<file path="src/rtl/dma_chreg_pkg.sv">
package dma_chreg_pkg;
  localparam int ADDR_W = 4;
  localparam int IDX_W  = 8;

  typedef enum logic [ADDR_W-1:0] {
    RA_EN       = 4'h0,
    RA_DONE     = 4'h1,
    RA_INT      = 4'h2,
    RA_ERR      = 4'h3,
    RA_HWREQ    = 4'h4,
    WA_SET_EN   = 4'h8,
    WA_CLR_EN   = 4'h9,
    WA_CLR_INT  = 4'hA,
    WA_CLR_DONE = 4'hB,
    WA_CLR_ERR  = 4'hC
  } reg_addr_e;
endpackage

</file>
<file path="src/rtl/dma_chreg_cmd_dec.sv">
module dma_chreg_cmd_dec
  import dma_chreg_pkg::*;
#(
  parameter int NUM_CH = 8
) (
  input  logic              clk_i,
  input  logic              rst_ni,
  input  logic              wr_en_i,
  input  logic [ADDR_W-1:0] wr_addr_i,
  input  logic [IDX_W-1:0]  wr_idx_i,
  output logic [NUM_CH-1:0] set_en_o,
  output logic [NUM_CH-1:0] clr_en_o,
  output logic [NUM_CH-1:0] clr_int_o,
  output logic [NUM_CH-1:0] clr_done_o,
  output logic [NUM_CH-1:0] clr_err_o
);
  logic [NUM_CH-1:0] ch_hit;

  // out-of-range indices match no channel
  for (genvar g = 0; g < NUM_CH; g++) begin : g_hit
    assign ch_hit[g] = (wr_idx_i == IDX_W'(g));
  end

  always_comb begin
    set_en_o   = (wr_en_i && wr_addr_i == WA_SET_EN)   ? ch_hit : '0;
    clr_en_o   = (wr_en_i && wr_addr_i == WA_CLR_EN)   ? ch_hit : '0;
    clr_int_o  = (wr_en_i && wr_addr_i == WA_CLR_INT)  ? ch_hit : '0;
    clr_done_o = (wr_en_i && wr_addr_i == WA_CLR_DONE) ? ch_hit : '0;
    clr_err_o  = (wr_en_i && wr_addr_i == WA_CLR_ERR)  ? ch_hit : '0;
  end

  assert_idx_range_R9: assert property (@(posedge clk_i) disable iff (!rst_ni)
    (wr_en_i && wr_idx_i >= IDX_W'(NUM_CH)) |->
      ((set_en_o | clr_en_o | clr_int_o | clr_done_o | clr_err_o) == '0));

  assert_single_target_R1: assert property (@(posedge clk_i) disable iff (!rst_ni)
    $onehot0(set_en_o | clr_en_o | clr_int_o | clr_done_o | clr_err_o));
endmodule

</file>
<file path="src/rtl/dma_chreg_flags.sv">
module dma_chreg_flags #(
  parameter int W = 8
) (
  input  logic         clk_i,
  input  logic         rst_ni,
  input  logic [W-1:0] set_i,
  input  logic [W-1:0] clr_i,
  output logic [W-1:0] q_o
);
  for (genvar g = 0; g < W; g++) begin : g_bit
    always_ff @(posedge clk_i or negedge rst_ni) begin
      if (!rst_ni)        q_o[g] <= 1'b0;
      else if (set_i[g])  q_o[g] <= 1'b1;
      else if (clr_i[g])  q_o[g] <= 1'b0;
    end

    assert_set_wins_R8: assert property (@(posedge clk_i) disable iff (!rst_ni)
      set_i[g] |=> q_o[g]);

    assert_clear_R4: assert property (@(posedge clk_i) disable iff (!rst_ni)
      (clr_i[g] && !set_i[g]) |=> !q_o[g]);
  end
endmodule

</file>
<file path="src/rtl/dma_chreg_rdmux.sv">
module dma_chreg_rdmux
  import dma_chreg_pkg::*;
#(
  parameter int NUM_CH = 8,
  parameter int DATA_W = 32
) (
  input  logic [ADDR_W-1:0] rd_addr_i,
  input  logic [NUM_CH-1:0] en_i,
  input  logic [NUM_CH-1:0] done_i,
  input  logic [NUM_CH-1:0] int_i,
  input  logic [NUM_CH-1:0] err_i,
  input  logic [NUM_CH-1:0] hwreq_i,
  output logic [DATA_W-1:0] rd_data_o
);
  always_comb begin
    unique case (rd_addr_i)
      RA_EN:    rd_data_o = DATA_W'(en_i);
      RA_DONE:  rd_data_o = DATA_W'(done_i);
      RA_INT:   rd_data_o = DATA_W'(int_i);
      RA_ERR:   rd_data_o = DATA_W'(err_i);
      RA_HWREQ: rd_data_o = DATA_W'(hwreq_i);
      default:  rd_data_o = '0;
    endcase
  end
endmodule

</file>
<file path="src/rtl/dma_chan_regs.sv">
module dma_chan_regs
  import dma_chreg_pkg::*;
#(
  parameter int NUM_CH = 8,
  parameter int DATA_W = 32
) (
  input  logic              clk_i,
  input  logic              rst_ni,
  input  logic              wr_en_i,
  input  logic [ADDR_W-1:0] wr_addr_i,
  input  logic [DATA_W-1:0] wr_data_i,
  input  logic [ADDR_W-1:0] rd_addr_i,
  output logic [DATA_W-1:0] rd_data_o,
  input  logic [NUM_CH-1:0] done_evt_i,
  input  logic [NUM_CH-1:0] err_evt_i,
  input  logic [NUM_CH-1:0] int_evt_i,
  input  logic [NUM_CH-1:0] hw_req_i,
  output logic [NUM_CH-1:0] en_mask_o,
  output logic              irq_o
);
  logic [NUM_CH-1:0] set_en, clr_en, clr_int, clr_done, clr_err;
  logic [NUM_CH-1:0] done_q, int_q, err_q;

  dma_chreg_cmd_dec #(.NUM_CH(NUM_CH)) u_dec (
    .clk_i, .rst_ni, .wr_en_i, .wr_addr_i,
    .wr_idx_i   (wr_data_i[IDX_W-1:0]),
    .set_en_o   (set_en),
    .clr_en_o   (clr_en),
    .clr_int_o  (clr_int),
    .clr_done_o (clr_done),
    .clr_err_o  (clr_err)
  );

  dma_chreg_flags #(.W(NUM_CH)) u_en (
    .clk_i, .rst_ni, .set_i(set_en), .clr_i(clr_en), .q_o(en_mask_o));
  dma_chreg_flags #(.W(NUM_CH)) u_done (
    .clk_i, .rst_ni, .set_i(done_evt_i), .clr_i(clr_done), .q_o(done_q));
  dma_chreg_flags #(.W(NUM_CH)) u_int (
    .clk_i, .rst_ni, .set_i(int_evt_i), .clr_i(clr_int), .q_o(int_q));
  dma_chreg_flags #(.W(NUM_CH)) u_err (
    .clk_i, .rst_ni, .set_i(err_evt_i), .clr_i(clr_err), .q_o(err_q));

  dma_chreg_rdmux #(.NUM_CH(NUM_CH), .DATA_W(DATA_W)) u_rd (
    .rd_addr_i, .en_i(en_mask_o), .done_i(done_q), .int_i(int_q),
    .err_i(err_q), .hwreq_i(hw_req_i), .rd_data_o);

  assign irq_o = |int_q;

  assert_en_hold_R1: assert property (@(posedge clk_i) disable iff (!rst_ni)
    !wr_en_i |=> $stable(en_mask_o));

  assert_irq_rise_R10: assert property (@(posedge clk_i) disable iff (!rst_ni)
    $rose(irq_o) |-> $past(|int_evt_i));

  assert_irq_fall_R10: assert property (@(posedge clk_i) disable iff (!rst_ni)
    $fell(irq_o) |-> $past(wr_en_i && wr_addr_i == WA_CLR_INT));
endmodule

</file>
<file path="config.mk">
export PLATFORM = sky130hd
export DESIGN_NAME = dma_chan_regs
export DESIGN_NICKNAME = d
export VERILOG_FILES = /design/src/rtl/dma_chreg_pkg.sv /design/src/rtl/dma_chreg_cmd_dec.sv /design/src/rtl/dma_chreg_flags.sv /design/src/rtl/dma_chreg_rdmux.sv /design/src/rtl/dma_chan_regs.sv
export SDC_FILE = /design/constraint.sdc
export NUM_CORES = 1
export LEC_CHECK = 0
export BUFFER_PORTS_ARGS = -buffer_cell sky130_fd_sc_hd__buf_4
export CAP_MARGIN = 20
export CELL_PAD_IN_SITES_DETAIL_PLACEMENT = 1
export CELL_PAD_IN_SITES_GLOBAL_PLACEMENT = 1
export CORE_MARGIN = 8
export CORE_UTILIZATION = 31
export DETAILED_ROUTE_END_ITERATION = 12
export PLACE_DENSITY_LB_ADDON = 0.1
export SYNTH_ARGS = -nofsm -noshare
export SYNTH_HDL_FRONTEND = slang
export SYNTH_HIERARCHICAL = 1
export SYNTH_SLANG_ARGS = --single-unit
</file>
<file path="constraint.sdc">
create_clock -name clk_i -period 1.93 [get_ports clk_i]
set_clock_uncertainty 0.2 [all_clocks]
set_input_delay 0.386 -clock clk_i [delete_from_list [all_inputs] [get_ports clk_i]]
set_output_delay 0.386 -clock clk_i [all_outputs]
set_load 0.02 [all_outputs]
</file>
* Yosys cells after proc, flatten, opt, wreduce, memory -nomap -nowiden *
Cells that the tools add are included.

operators by class
  reductions and logical operators = 40
  equality and inequality tests = 16
  multiplexer cells = 70

operators by type and width
  kind                                           count
  two-way mux 1 bit                              64
  nonzero test 2 bit                             32
  two-way mux 8 bit                              5
  case mux 8 bit (5 select lines)                1
  == test 8 x 3 -> 1 bit, second input constant  4
  == test 4 bit, second input constant           5
  == test 8 x 2 -> 1 bit, second input constant  2
  == test 4 x 2 -> 1 bit, second input constant  2
  == test 8 x 1 -> 1 bit, second input constant  1
  logical NOT 8 bit                              1
  OR reduction 8 bit                             1
  logical AND 1 bit                              5
  == test 4 x 1 -> 1 bit, second input constant  1
  == test 4 x 3 -> 1 bit, second input constant  1
  logical NOT 4 bit                              1

storage, ports and cells
  word-level logic and storage cells = 158
  input port bits = 75
  output and inout port bits = 41
  bits in registers = 32

* Depth between registers and ports, before layout *
  depth after elaboration = 5
  gate-level depth with buffers = 6

* Cells and area by module *
Netlist, hierarchy kept.

by module, submodules not included
  module             sequential area each (um2)  area each (um2)  times used  cells an instance
  dma_chreg_flags    200.2                       290.3            4           24
  dma_chreg_rdmux    0.0                         571.8            1           71
  dma_chreg_cmd_dec  0.0                         360.3            1           70
  dma_chan_regs      0.0                         16.3             1           3

* Least setup slack after synthesis *
No wires, ideal clock.

  kind = in2out
  from = input port rd_addr_i[1]
  to = output port rd_data_o[0]
  stages = 4
  data required time = 1.344 ns
  slack = 0.135 ns
  data arrival time = 1.209 ns
  path buffers = 1
  cells stage by stage = or3_1 buf_6 nor2_1 a221o_1

on the way
  longest elaborated chain between the ends = 2
  elaborated cells on any way between the ends = 6
  those cells by class = 4 x eq/ne; 1 x mux; 1 x reduce/logical

ends and longest elaborated chain
  element                                               line                   text
  start: declaration                                    dma_chan_regs.sv:12    input logic [ADDR_W-1:0] rd_addr_i,
  == test 4 x 3 -> 1 bit, or another cell as far along  dma_chreg_rdmux.sv:16  unique case (rd_addr_i)
  case mux 8 bit (5 select lines) *                     dma_chreg_rdmux.sv:16
  end: declaration                                      dma_chan_regs.sv:13    output logic [DATA_W-1:0] rd_data_o,

Mark *: on every way between the ends. The rest lies on a longest branch, timed or not.

* Final worst setup path *
  from = register u_int.q_o[5]
  to = output port rd_data_o[5]

on the way
  longest elaborated chain between the ends = 1

ends and longest elaborated chain
  element                           line                   text
  start: declaration                dma_chreg_flags.sv:8   output logic [W-1:0] q_o
  start signal: indexed assignment  dma_chreg_flags.sv:12  if (!rst_ni) q_o[g] <= 1'b0;
  start signal: indexed assignment  dma_chreg_flags.sv:13  else if (set_i[g]) q_o[g] <= 1'b1;
  start signal: indexed assignment  dma_chreg_flags.sv:14  else if (clr_i[g]) q_o[g] <= 1'b0;
  case mux 8 bit (5 select lines)   dma_chreg_rdmux.sv:16

No other way between the ends.

==> results.yml <==
sta:
  tns_ps: -176.8
  max_freq_mhz: 508.3
  fin_crit_sh: 1.019
  fin_crit_ps: 1967
  setup_viol: 6
  finalWorstSetupSlack_ps: -37.43
  rsz0062_at_grt: "true"
  maxSlewViolCount: 0
  finalHoldViolations: 0
detailed_routing:
  wl_um: 6450
  antenna_violating_nets_post_route: 0
  vias: 1932
  wl_per_cell_um: 15.58
  viasPerCell: 4.667
  drc: 0
  drt_pass1_iterations: 4
  drt_iter0_drc: 68
outcome:
  status: "finished, violations left"
  violations: "negative setup slack"
floorplan:
  io-pin-count: 116
  initial_core_util: 0.3157
  dieArea_um2: 9700
  die_w_um: 98.49
  core_region_area_um2: 6681
  die_h_um: 98.49
  rows: 30
logic_synthesis:
  synthesis.area_um2: 2110
  async_reset_ff_frac: 1.000
  syn_inst: 240
  yosysWarnings: 6
  synthTopCellsByArea: "dfrtp_1 38%, a21o_1 11%, buf_4 8.5%, nor2_1 7.5%, inv_1 5.7%"
  yosys_most_used_dff: "dfrtp_1"
  ys_ff_latch: 32
  avgSynthCellArea_um2: 8.790
  synth_top_cell_by_area: "dfrtp_1"
  synth-edff-count: 0
  seq_area_frac_synth: 0.3796
  synthDistinctLibCells: 30
  yosys.area.top_type_share: 0.3796
global_route:
  grt_max_degree: 33
  grt_pass1_vias: 2105
  antenna_found_initial: 0
  gr-usage-all-layers: 0.1351
  overflow: 0
  grt_pass1_wl_um: 10490
power_and_ir_drop:
  p_int_mw: 1.281
  clockPowerShare: 0.415
  power_density_nw_per_um2: 556.8
  p_sw_mw: 0.4237
  power_mw: 1.705
  vdd_ir_drop_max_v: 0.0002369
  p_seq_frac: 0.395
  pwr-share-comb: 0.191
  p_leak_nw: 1.309
  switching_share: 0.2485
placed_design:
  hpwlAfterDp_um: 5115
  portBuffers: 67
  routabilityCongestion: 0.7431
clocking:
  ctsLongestPathBuffers: 2
  worstSkewPairLatency_ps: 280
  clkTransAtPathRegs_ps: 70
  root_buffer: "clkbuf_8"
  clock_sinks: 32
  cts_tree: "done"
  cts_inserted_buffers: 5
  cts_max_level: 2
worst_setup_path:
  cp.depth: 3
  cp_max_fo: 2
  critPathCaptureType: "primary output"
  cp_num_buf_inv: 1
  crit_arrival_ps: 1380
  cp.required_ps: 1340
  worst-r2r-cell-count: 2
  slowest_stage: "dfrtp_1"
  cp-start-kind: "flip-flop"
  path_cells: "mux2_4, a221o_1, buf_6"
  criticalPathCategory: "flip-flop to primary output"
  crit_family: "flip-flops"
  cp_slowest_stage_delay_ps: 390
layout:
  num_antenna_cells: 0
  final_common_cell: "buf_4"
  final_cell_mix: "75 x buf_4, 38 x nor2_1, 32 x inv_1, 32 x a21o_1, 32 x dfrtp_1"
  final_nets: 408
  area.growth.synth_to_final_pct: 45.14
  drive_gt1_frac: 0.3832
min_path:
  hold_class: "input port to flip-flop"
  whs_path_depth: 2
run:
  drv_cap: 0
-- registers in the layout, summed over array words and instances (netlist names) --
name / cells
u_done/q_o: 8
u_en/q_o: 8
u_err/q_o: 8
u_int/q_o: 8
-- synthesized netlist by cell type, drive strengths merged (2+ instances only) --
| library cell | n |
|---|---|
| nand4b | 5 |
| nand2 | 12 |
| nor2b | 3 |
| or2 | 2 |
| a221o | 4 |
| mux2i | 8 |
| a21o | 32 |
| nor2 | 42 |
| nor4 | 9 |
| mux2 | 5 |
| a22o | 3 |
| inv | 32 |
| clkbuf | 3 |
| nand3 | 3 |
| o211ai | 4 |
| buf | 27 |
| dfrtp | 32 |
| nand4 | 4 |
| nand2b | 3 |
-- kinds of logic (layout without fill, tap and decap cells) --
| family | after synthesis | after routing | share of synthesized area |
|---|---|---|---|
| flip-flops | 32 | 32 | 0.3796 |
| AND/OR/NAND/NOR | 89 | 89 | 0.2212 |
| other | 1 | 24 | 0.001778 |
| multiplexers | 13 | 13 | 0.06465 |
| buffers and inverters | 62 | 133 | 0.1637 |
| AO/OA/AOI/OAI | 43 | 43 | 0.1690 |
-- cell type report --
type                            count  area (µm²)
Fill cell                         811        3620
Sequential cell                    32       800.8
Tap cell                           80       100.1
Inverter                           32       120.1
Clock inverter                      1       30.03
Timing Repair Buffer               93       764.5
Multi-Input combinational cell    169        1150
Clock buffer                        7       96.34
-- power groups by stage --
stage / combinational [mW] / sequential (mW) / clock, mW
floorplan: 0.171 / 0.687 / 0
finish: 0.325 / 0.673 / 0.707
CTS: 0.323 / 0.673 / 0.732
global placement: 0.288 / 0.686 / 0
global route: 0.350 / 0.673 / 0.759
detailed placement: 0.290 / 0.686 / 0
-- layer usage --
metal	vias up	part of all wire	track usage
li1	944	-	-
met1	928	0.45	0.1641
met2	55	0.48	0.2250
met3	5	0.058	0.04228
met4	0	0.0099	0.03542
met5	-	0	0
-- through the flow --
stage	utilization	area (µm²)	worst slack [ps]	hold slack [ps]	cells
after floorplan	-	2196	135.2	-109.6	263
after global placement	0.4009	2679	-124.0	167.0	394
after detailed placement	0.4009	2679	-132.6	163.2	394
after CTS	0.4493	3002	-37.04	64.97	410
after global routing	0.4582	3062	-81.16	59.56	414
final	0.4582	3062	-37.43	73.72	414
-- worst paths after layout --
check	from	slack, ps	end
max in group asynchronous	rst_ni	830	u_en/q_o[0]$_DFFE_PN0P_
setup / recovery	u_int/q_o[5]$_DFFE_PN0P_	-40	rd_data_o[5]
min in group asynchronous	rst_ni	390	u_int/q_o[6]$_DFFE_PN0P_
hold reg to reg	u_err/q_o[3]$_DFFE_PN0P_	280	u_err/q_o[3]$_DFFE_PN0P_
hold / removal	done_evt_i[5]	70	u_done/q_o[5]$_DFFE_PN0P_
setup reg to reg	u_en/q_o[2]$_DFFE_PN0P_	910	u_en/q_o[2]$_DFFE_PN0P_
-- what timing repair did --
item | CTS | global route
gates resized for setup | 34 | 5
cloned | 0 | 0
hold buffers | 1 | 0
buffers inserted | 7 | 4
pin swaps | 12 | 6
endpoints found under the setup margin | 8 | 9
endpoints found under the hold margin | 32 | 0
Power figures use the tool's default switching activity.
